$ cat src/rtl/frac_baud_gen.sv
module frac_baud_gen #(
  parameter int FRAC_W      = 9,
  parameter int RELOAD_W    = 13,
  parameter int OS_RATIO    = 16,
  parameter int DATA_W      = 16,
  parameter int RUN_BIT     = 15,
  parameter int FRAC_EN_BIT = 9
) (
  input  logic              clk,
  input  logic              rst_n,
  input  logic              wr_en,
  input  logic [1:0]        wr_addr,
  input  logic [DATA_W-1:0] wr_data,
  output logic              os_tick,
  output logic              bit_tick
);

  localparam int              DIV_W    = $clog2(OS_RATIO);
  localparam logic [DIV_W-1:0] DIV_LAST = DIV_W'(OS_RATIO - 1);
  localparam logic [1:0]       A_CTRL   = 2'd0;
  localparam logic [1:0]       A_FRAC   = 2'd1;
  localparam logic [1:0]       A_RELOAD = 2'd2;

  logic                run, frac_en;
  logic [FRAC_W-1:0]   fdv, acc;
  logic [RELOAD_W-1:0] reload_q, cnt;
  logic [DIV_W-1:0]    div;
  logic [FRAC_W:0]     step, sum;
  logic                frac_pulse;
  logic                unused_wr;

  assign unused_wr  = ^wr_data;

  // FDV of zero counts as a full 512/512 step: every cycle carries.
  assign step       = (fdv == '0) ? {1'b1, {FRAC_W{1'b0}}} : {1'b0, fdv};
  assign sum        = {1'b0, acc} + step;
  assign frac_pulse = frac_en ? sum[FRAC_W] : 1'b1;
  assign os_tick    = run && frac_pulse && (cnt == '0);
  assign bit_tick   = os_tick && (div == DIV_LAST);

  always_ff @(posedge clk or negedge rst_n) begin
    if (!rst_n) begin
      run      <= 1'b0;
      frac_en  <= 1'b0;
      fdv      <= '0;
      reload_q <= '0;
    end else if (wr_en) begin
      case (wr_addr)
        A_CTRL: begin
          run     <= wr_data[RUN_BIT];
          frac_en <= wr_data[FRAC_EN_BIT];
        end
        A_FRAC:   fdv <= wr_data[FRAC_W-1:0];
        A_RELOAD: if (!run) reload_q <= wr_data[RELOAD_W-1:0];
        default: ;
      endcase
    end
  end

  always_ff @(posedge clk or negedge rst_n) begin
    if (!rst_n) begin
      acc <= '0;
      cnt <= '0;
      div <= '0;
    end else if (!run) begin
      acc <= '0;
      cnt <= reload_q;
      div <= '0;
    end else begin
      if (frac_en)    acc <= sum[FRAC_W-1:0];
      if (frac_pulse) cnt <= (cnt == '0) ? reload_q : cnt - RELOAD_W'(1);
      if (os_tick)    div <= (div == DIV_LAST) ? '0 : div + DIV_W'(1);
    end
  end

  AST_RELOAD_LOCKED: assert property (@(posedge clk) disable iff (!rst_n)
    (run && wr_en && wr_addr == A_RELOAD) |=> $stable(reload_q));

  AST_RELOAD_STORED: assert property (@(posedge clk) disable iff (!rst_n)
    (!run && wr_en && wr_addr == A_RELOAD) |=> reload_q == $past(wr_data[RELOAD_W-1:0]));

  AST_STOP_CLEARS: assert property (@(posedge clk) disable iff (!rst_n)
    $fell(run) |=> (acc == '0 && div == '0));

  AST_FULL_RATE_STEP: assert property (@(posedge clk) disable iff (!rst_n)
    (run && (!frac_en || fdv == '0) && cnt != '0) |=> cnt == $past(cnt) - RELOAD_W'(1));

  AST_COUNT_BOUNDED: assert property (@(posedge clk) disable iff (!rst_n)
    run |-> cnt <= reload_q);

  AST_IDLE_QUIET: assert property (@(posedge clk) disable iff (!rst_n)
    $past(!run) && !run |-> !os_tick && !bit_tick);

endmodule

$ cat config.mk
export PLATFORM = sky130hd
export DESIGN_NAME = frac_baud_gen
export DESIGN_NICKNAME = d
export VERILOG_FILES = /design/src/rtl/frac_baud_gen.sv
export SDC_FILE = /design/constraint.sdc
export NUM_CORES = 1
export LEC_CHECK = 0
export BUFFER_PORTS_ARGS = -buffer_cell sky130_fd_sc_hd__buf_2
export CAP_MARGIN = 5
export CORE_ASPECT_RATIO = 0.75
export CORE_UTILIZATION = 54
export CTS_CLUSTER_SIZE = 12
export DETAILED_ROUTE_END_ITERATION = 10
export PLACE_DENSITY = 0.76
export SYNTH_ARGS = -nofsm -noshare
export SYNTH_HDL_FRONTEND = slang
export SYNTH_SLANG_ARGS = --single-unit
export TNS_END_PERCENT = 100
$ cat constraint.sdc
create_clock -name clk -period 2.5 [get_ports clk]
set_input_delay 0.125 -clock clk [delete_from_list [all_inputs] [get_ports clk]]
set_output_delay 0.125 -clock clk [all_outputs]
set_load 0.005 [all_outputs]
## After elaboration in Yosys (flattened, before gate mapping)

Index checks and enable logic that the tools add are counted.
W data, S select, Z words.

- Bits in registers: 50
- Input bits: 21
- Output and inout bits: 2

- Add/sub/neg operators: 3
- Equality and inequality tests: 6
- Multiplexer cells: 10
- Bitwise operators: 1
- Reduce and logical (&&, ||, !) cells: 9

Operator list:

| kind | number |
|---|---|
| $mux W13 | 3 |
| $mux W9 | 2 |
| $logic_not A13 Y1 | 1 |
| $sub A13 B1 Y13 const B | 1 |
| $mux W4 | 3 |
| $add A9 B10 Y10 | 1 |
| $mux W10 | 1 |
| $logic_not A9 Y1 | 1 |
| $add A4 B1 Y4 const B | 1 |
| $eq A4 B4 Y1 const B | 1 |
| $ne A2 B1 Y1 const B | 2 |
| $reduce_and A2 Y1 | 2 |
| $logic_and A1 B1 Y1 | 3 |
| $reduce_and A3 Y1 | 1 |
| $eq A2 B1 Y1 const B | 1 |
| $eq A2 B2 Y1 const B | 1 |
| $logic_not A2 Y1 | 1 |
| $ne A2 B2 Y1 const B | 1 |
| $mux W1 | 1 |
| $not A1 Y1 | 1 |

## Longest topological paths before layout

- Depth in word-level cells: 8
- Depth in mapped cells: 10
- Depth with buffers taken out: 9

## Least setup slack after synthesis

Ideal clock, no wire load.

- Kind: register to register
- From: register cnt[7]
- To: register div[3]
- Library setup time: 133 ps
- Arrival: 2297 ps
- Data required time: 2367 ps
- Setup slack: 70 ps
- Cell stages (with the launch flop): 7
- Buffers on the path: 0
- Path through: dfrtp_1 or4_4 or3_4 or3b_4 a2111oi_4 mux2i_1 o211ai_1

- Cells in the longest elaborated chain, start to end: 3

RTL lines:

| element | RTL line | RTL |
|---|---|---|
| start: declaration | 26 | `logic [RELOAD_W-1:0] reload_q, cnt;` |
| start signal: assignment | 67 | `cnt <= reload_q;` |
| start signal: assignment | 71 | `if (frac_pulse) cnt <= (cnt == '0) ? reload_q : cnt - RELOAD_W'(1);` |
| $logic_not A13 Y1 | 38 | `assign os_tick = run && frac_pulse && (cnt == '0);` |
| $logic_and A1 B1 Y1 | 38 |  |
| $ne A2 B2 Y1 (no source line) | -- |  |
| end signal: assignment | 72 | `if (os_tick) div <= (div == DIV_LAST) ? '0 : div + DIV_W'(1);` |
| end: declaration | 27 | `logic [DIV_W-1:0] div;` |

No other way between the ends.
A chain may end at the register's enable or synchronous reset.

## Worst setup path after layout

- From: register cnt[7]
- To: register cnt[4]

- Cells in the longest elaborated chain, start to end: 4

RTL lines:

| element | RTL line | RTL |
|---|---|---|
| $logic_not A13 Y1 | 71 |  |
| $mux W13 (2 in series) | 71 |  |
| $mux W13 | 65 | `end else if (!run) begin` |

No other way between the ends. The select of a mux whose other input is x is not followed.

==> flow_summary.toml <==
[outcome]
status = "finished, violations left"
violations = "negative setup slack"

[drt]
drc = 0
totalWireLength_mm = 6.77
ant_nets = 0
post_drt_wl_per_cell_um = 16.8
drt-initial-drc-count = 223
viasPerCell = 5.78
drtPass1Iterations = 4
num_vias = 2324

[clock_tree]
clockBufferDepth = 2
cts_tree = "yes"
clkTransAtPathRegs_ns = 0.11
cts_made_buffers = 5
cts.sinks = 50
cts_root_buffer = "clkbuf_8"
clk_latency_ns = 0.33
cts-htree-levels = 2

[worst_setup_path]
critPathRequiredTime_ns = 2.70
cpMostUsedCell = "buf_4"
crit_start = "cnt[7]$_DFFE_PN0P_"
path_delay_family = "simple AND/OR/NAND/NOR gates"
crit_path_start_kind = "flop"
reg2reg_from = "cnt[7]$_DFFE_PN0P_"
critical_path_buf_inv_count = 2
cp-end-kind = "flop"
slowest_stage = "or4_4"
max_stage_delay_ns = 0.56
path_cells = "or4_4, or3_4, or3b_4, a2111oi_4, buf_4, buf_4, nand2b_4, a32oi_1"
path_max_fanout = 4
path_class = "reg -> reg"
arrival_ns = 2.76

[sta]
drv_slew = 0
tns_ns = -0.121
period_needed_ns = 2.56
rsz0062_at_grt = "yes"
timing_worst_slew_pin_value_ns = 0.647
finalSetupViolCount = 3
achievable-frequency_mhz = 391
setup_slack_ns = -0.0552
slew_headroom_pct = 56.9
finalCritPeriodShare_pct = 102
hold_violations = 0
skew_ns = 0.0130

[yosys]
syn_inst = 291
yosysSeqAreaShare_pct = 43.3
ys_async_sr_fraction_pct = 100
synth_nets = 324
synth_enable_flop_cells = 0
synth_seq_cells = 50
mappedNetlistArea_mm2 = 0.00289
synth-main-ff-cell = "dfrtp_1"
synth_cell_type_count = 48
avgSynthCellArea_um2 = 9.92
yosysWarnings = 0

[floorplanning]
dieWidth_um = 86.4
start_util_pct = 57.6
ios = 23
coreArea_mm2 = 0.00501
die_area_mm2 = 0.00564
row_count = 22
fp.dieH_um = 65.3

[placed_design]
io_buffers = 20
finalWeightedCongestion = 0.850
dp_slack_ns = 0.00520
hpwl_mm = 4.74

[cells_and_area]
nFillCells = 399
multiInputGateArea_mm2 = 0.00167
synthToLayoutAreaGrowth_pct = 20.5
seqCellArea_mm2 = 0.00125
nets = 362
num_antenna_cells = 0
drive_gt1_share_pct = 32.7

[global_routing]
grt_max_degree = 51
gr-usage-all-layers_pct = 27.6
globalRouteMet2Util_pct = 42.1
grt_pass1_vias = 2409
grt_pass1_wl_mm = 11.7
grt_busiest_layer = "met2"
antenna_found_initial = 0
met1_usage_pct = 40.2
gr-usage-met3_pct = 5.65
globalRouteOverflowTotal = 0

[power_and_ir_drop]
p_leak_nw = 1.50
power_density_mw_per_mm2 = 847
ir_drop_uv = 497

[min_path]
hold_path_class = "in -> reg"
holdCritStartpoint = "wr_data[2]"

[run]
drv_cap = 0
-- cell usage in the layout, fill, tap and decap left out, types with 5 or more instances in the layout --
cell and count:
buf_2 20, a21oi_1 9, nor4_1 5, buf_4 28
inv_1 12, nor2_1 17, dfrtp_1 50, ha_1 7
a31oi_1 8, nand2_1 27, clkbuf_8 5, mux2i_1 11
nand3_1 6, mux2_2 21, o21ai_0 15, nor3_1 6
-- cells in the mapped netlist (2+ instances only) --
| cell | number | share of area (%) |
|---|---|---|
| clkbuf_1 | 16 | 2.1 |
| a32oi_1 | 2 | 0.61 |
| dfrtp_1 | 50 | 43 |
| nand4_1 | 3 | 0.65 |
| xnor2_1 | 5 | 1.5 |
| o211ai_1 | 4 | 1.0 |
| buf_4 | 2 | 0.52 |
| nand3b_1 | 2 | 0.52 |
| ha_1 | 11 | 4.8 |
| or3_1 | 2 | 0.43 |
| a31oi_1 | 8 | 1.7 |
| mux2_2 | 21 | 8.2 |
| mux2i_1 | 11 | 3.8 |
| o21ai_0 | 17 | 2.9 |
| nand4b_1 | 3 | 0.91 |
| o31ai_1 | 3 | 0.78 |
| nand2_1 | 28 | 3.6 |
| nand3_1 | 7 | 1.2 |
| or4_1 | 2 | 0.52 |
| nor4_1 | 6 | 1.3 |
| a21oi_1 | 10 | 1.7 |
| nor2_1 | 19 | 2.5 |
| or2_2 | 4 | 0.87 |
| nor3b_1 | 3 | 0.78 |
| inv_1 | 12 | 1.6 |
| a21o_1 | 5 | 1.3 |
| o2bb2ai_1 | 3 | 0.91 |
| nor3_1 | 6 | 1.0 |
| and3_1 | 2 | 0.43 |
| a211oi_1 | 4 | 1.0 |
| nand2b_1 | 3 | 0.65 |
-- area by class of cell --
cell class	count	area share, %
flip-flops and latches	50	36.0
inverters	12	1.29
multi-input cells	211	48.1
repair buffers	49	9.21
well taps	72	2.59
clock inverters	3	0.827
clock buffers	5	1.98
-- state kept, by name, summed over array words and instances, names as in the netlist --
register / count
run: 1
acc: 9
reload_q: 13
frac_en: 1
div: 4
fdv: 9
cnt: 13
-- stage by stage --
step / power, mW / instance area (µm²) / hold slack (ns) / util, % / instances
floorplan: 1.93 / 2890 / -0.171 / - / 291
global placement: 2.23 / 3200 / 0.272 / 64.0 / 390
detailed placement: 2.27 / 3200 / 0.278 / 64.0 / 390
CTS: 2.83 / 3350 / 0.0139 / 66.9 / 401
global route: 3.17 / 3480 / 0.0241 / 69.4 / 402
finish: 2.95 / 3480 / 0.0160 / 69.4 / 402
-- final timing paths --
kind / end / slack (ns) / cells past startpoint
max in group asynchronous: acc[3]$_DFFE_PN0P_ / 1.63 / 3
worst max register to register: cnt[4]$_DFFE_PN0P_ / -0.06 / 8
min in group asynchronous: acc[6]$_DFFE_PN0P_ / 0.44 / 3
worst min-delay path: reload_q[2]$_DFFE_PN0P_ / 0.02 / 3
worst max-delay path: cnt[4]$_DFFE_PN0P_ / -0.06 / 8
worst min register to register: acc[6]$_DFFE_PN0P_ / 0.52 / 2
-- power breakdown --
part	internal (mW)	switching (mW)	total, mW
sequential	1.03	0.223	1.26
combinational	0.580	0.581	1.16
clock	0.210	0.320	0.530
total	1.82	1.12	2.95
-- timing repair --
| action | CTS | global route |
|---|---|---|
| gates resized for setup | 8 | 17 |
| hold buffers | 1 | 0 |
| pin swaps | 3 | 4 |
| hold endpoints to repair | 50 | 0 |
| gates cloned | 0 | 0 |
| setup buffers | 2 | 1 |
| setup endpoints to repair | 3 | 10 |
-- metal layers --
| metal | share of wire [%] | vias up |
|---|---|---|
| met5 | 0 | - |
| met3 | 7.1 | 8 |
| met4 | 1.0 | 0 |
| li1 | - | 1136 |
| met1 | 48 | 1097 |
| met2 | 44 | 83 |
-- tightest hold or removal path, cell delays in order --
cell and delay, ns:
buf_2 0.09, nand2_1 0.04, o21ai_0 0.06
-- cells by family (layout without fill, tap and decap cells) --
| kind of cell | count (synthesis) | after routing | share of synthesized area, % |
|---|---|---|---|
| adder cells (fa/ha/maj) | 12 | 12 | 5.46 |
| multiplexers | 32 | 32 | 12.0 |
| buffers and inverters | 30 | 69 | 4.16 |
| flip-flops | 50 | 50 | 43.3 |
| AO/OA/AOI/OAI | 64 | 64 | 15.3 |
| XOR/XNOR | 6 | 6 | 1.82 |
| AND/OR/NAND/NOR | 97 | 97 | 17.9 |
No activity file was read; power rests on OpenSTA's default activity.
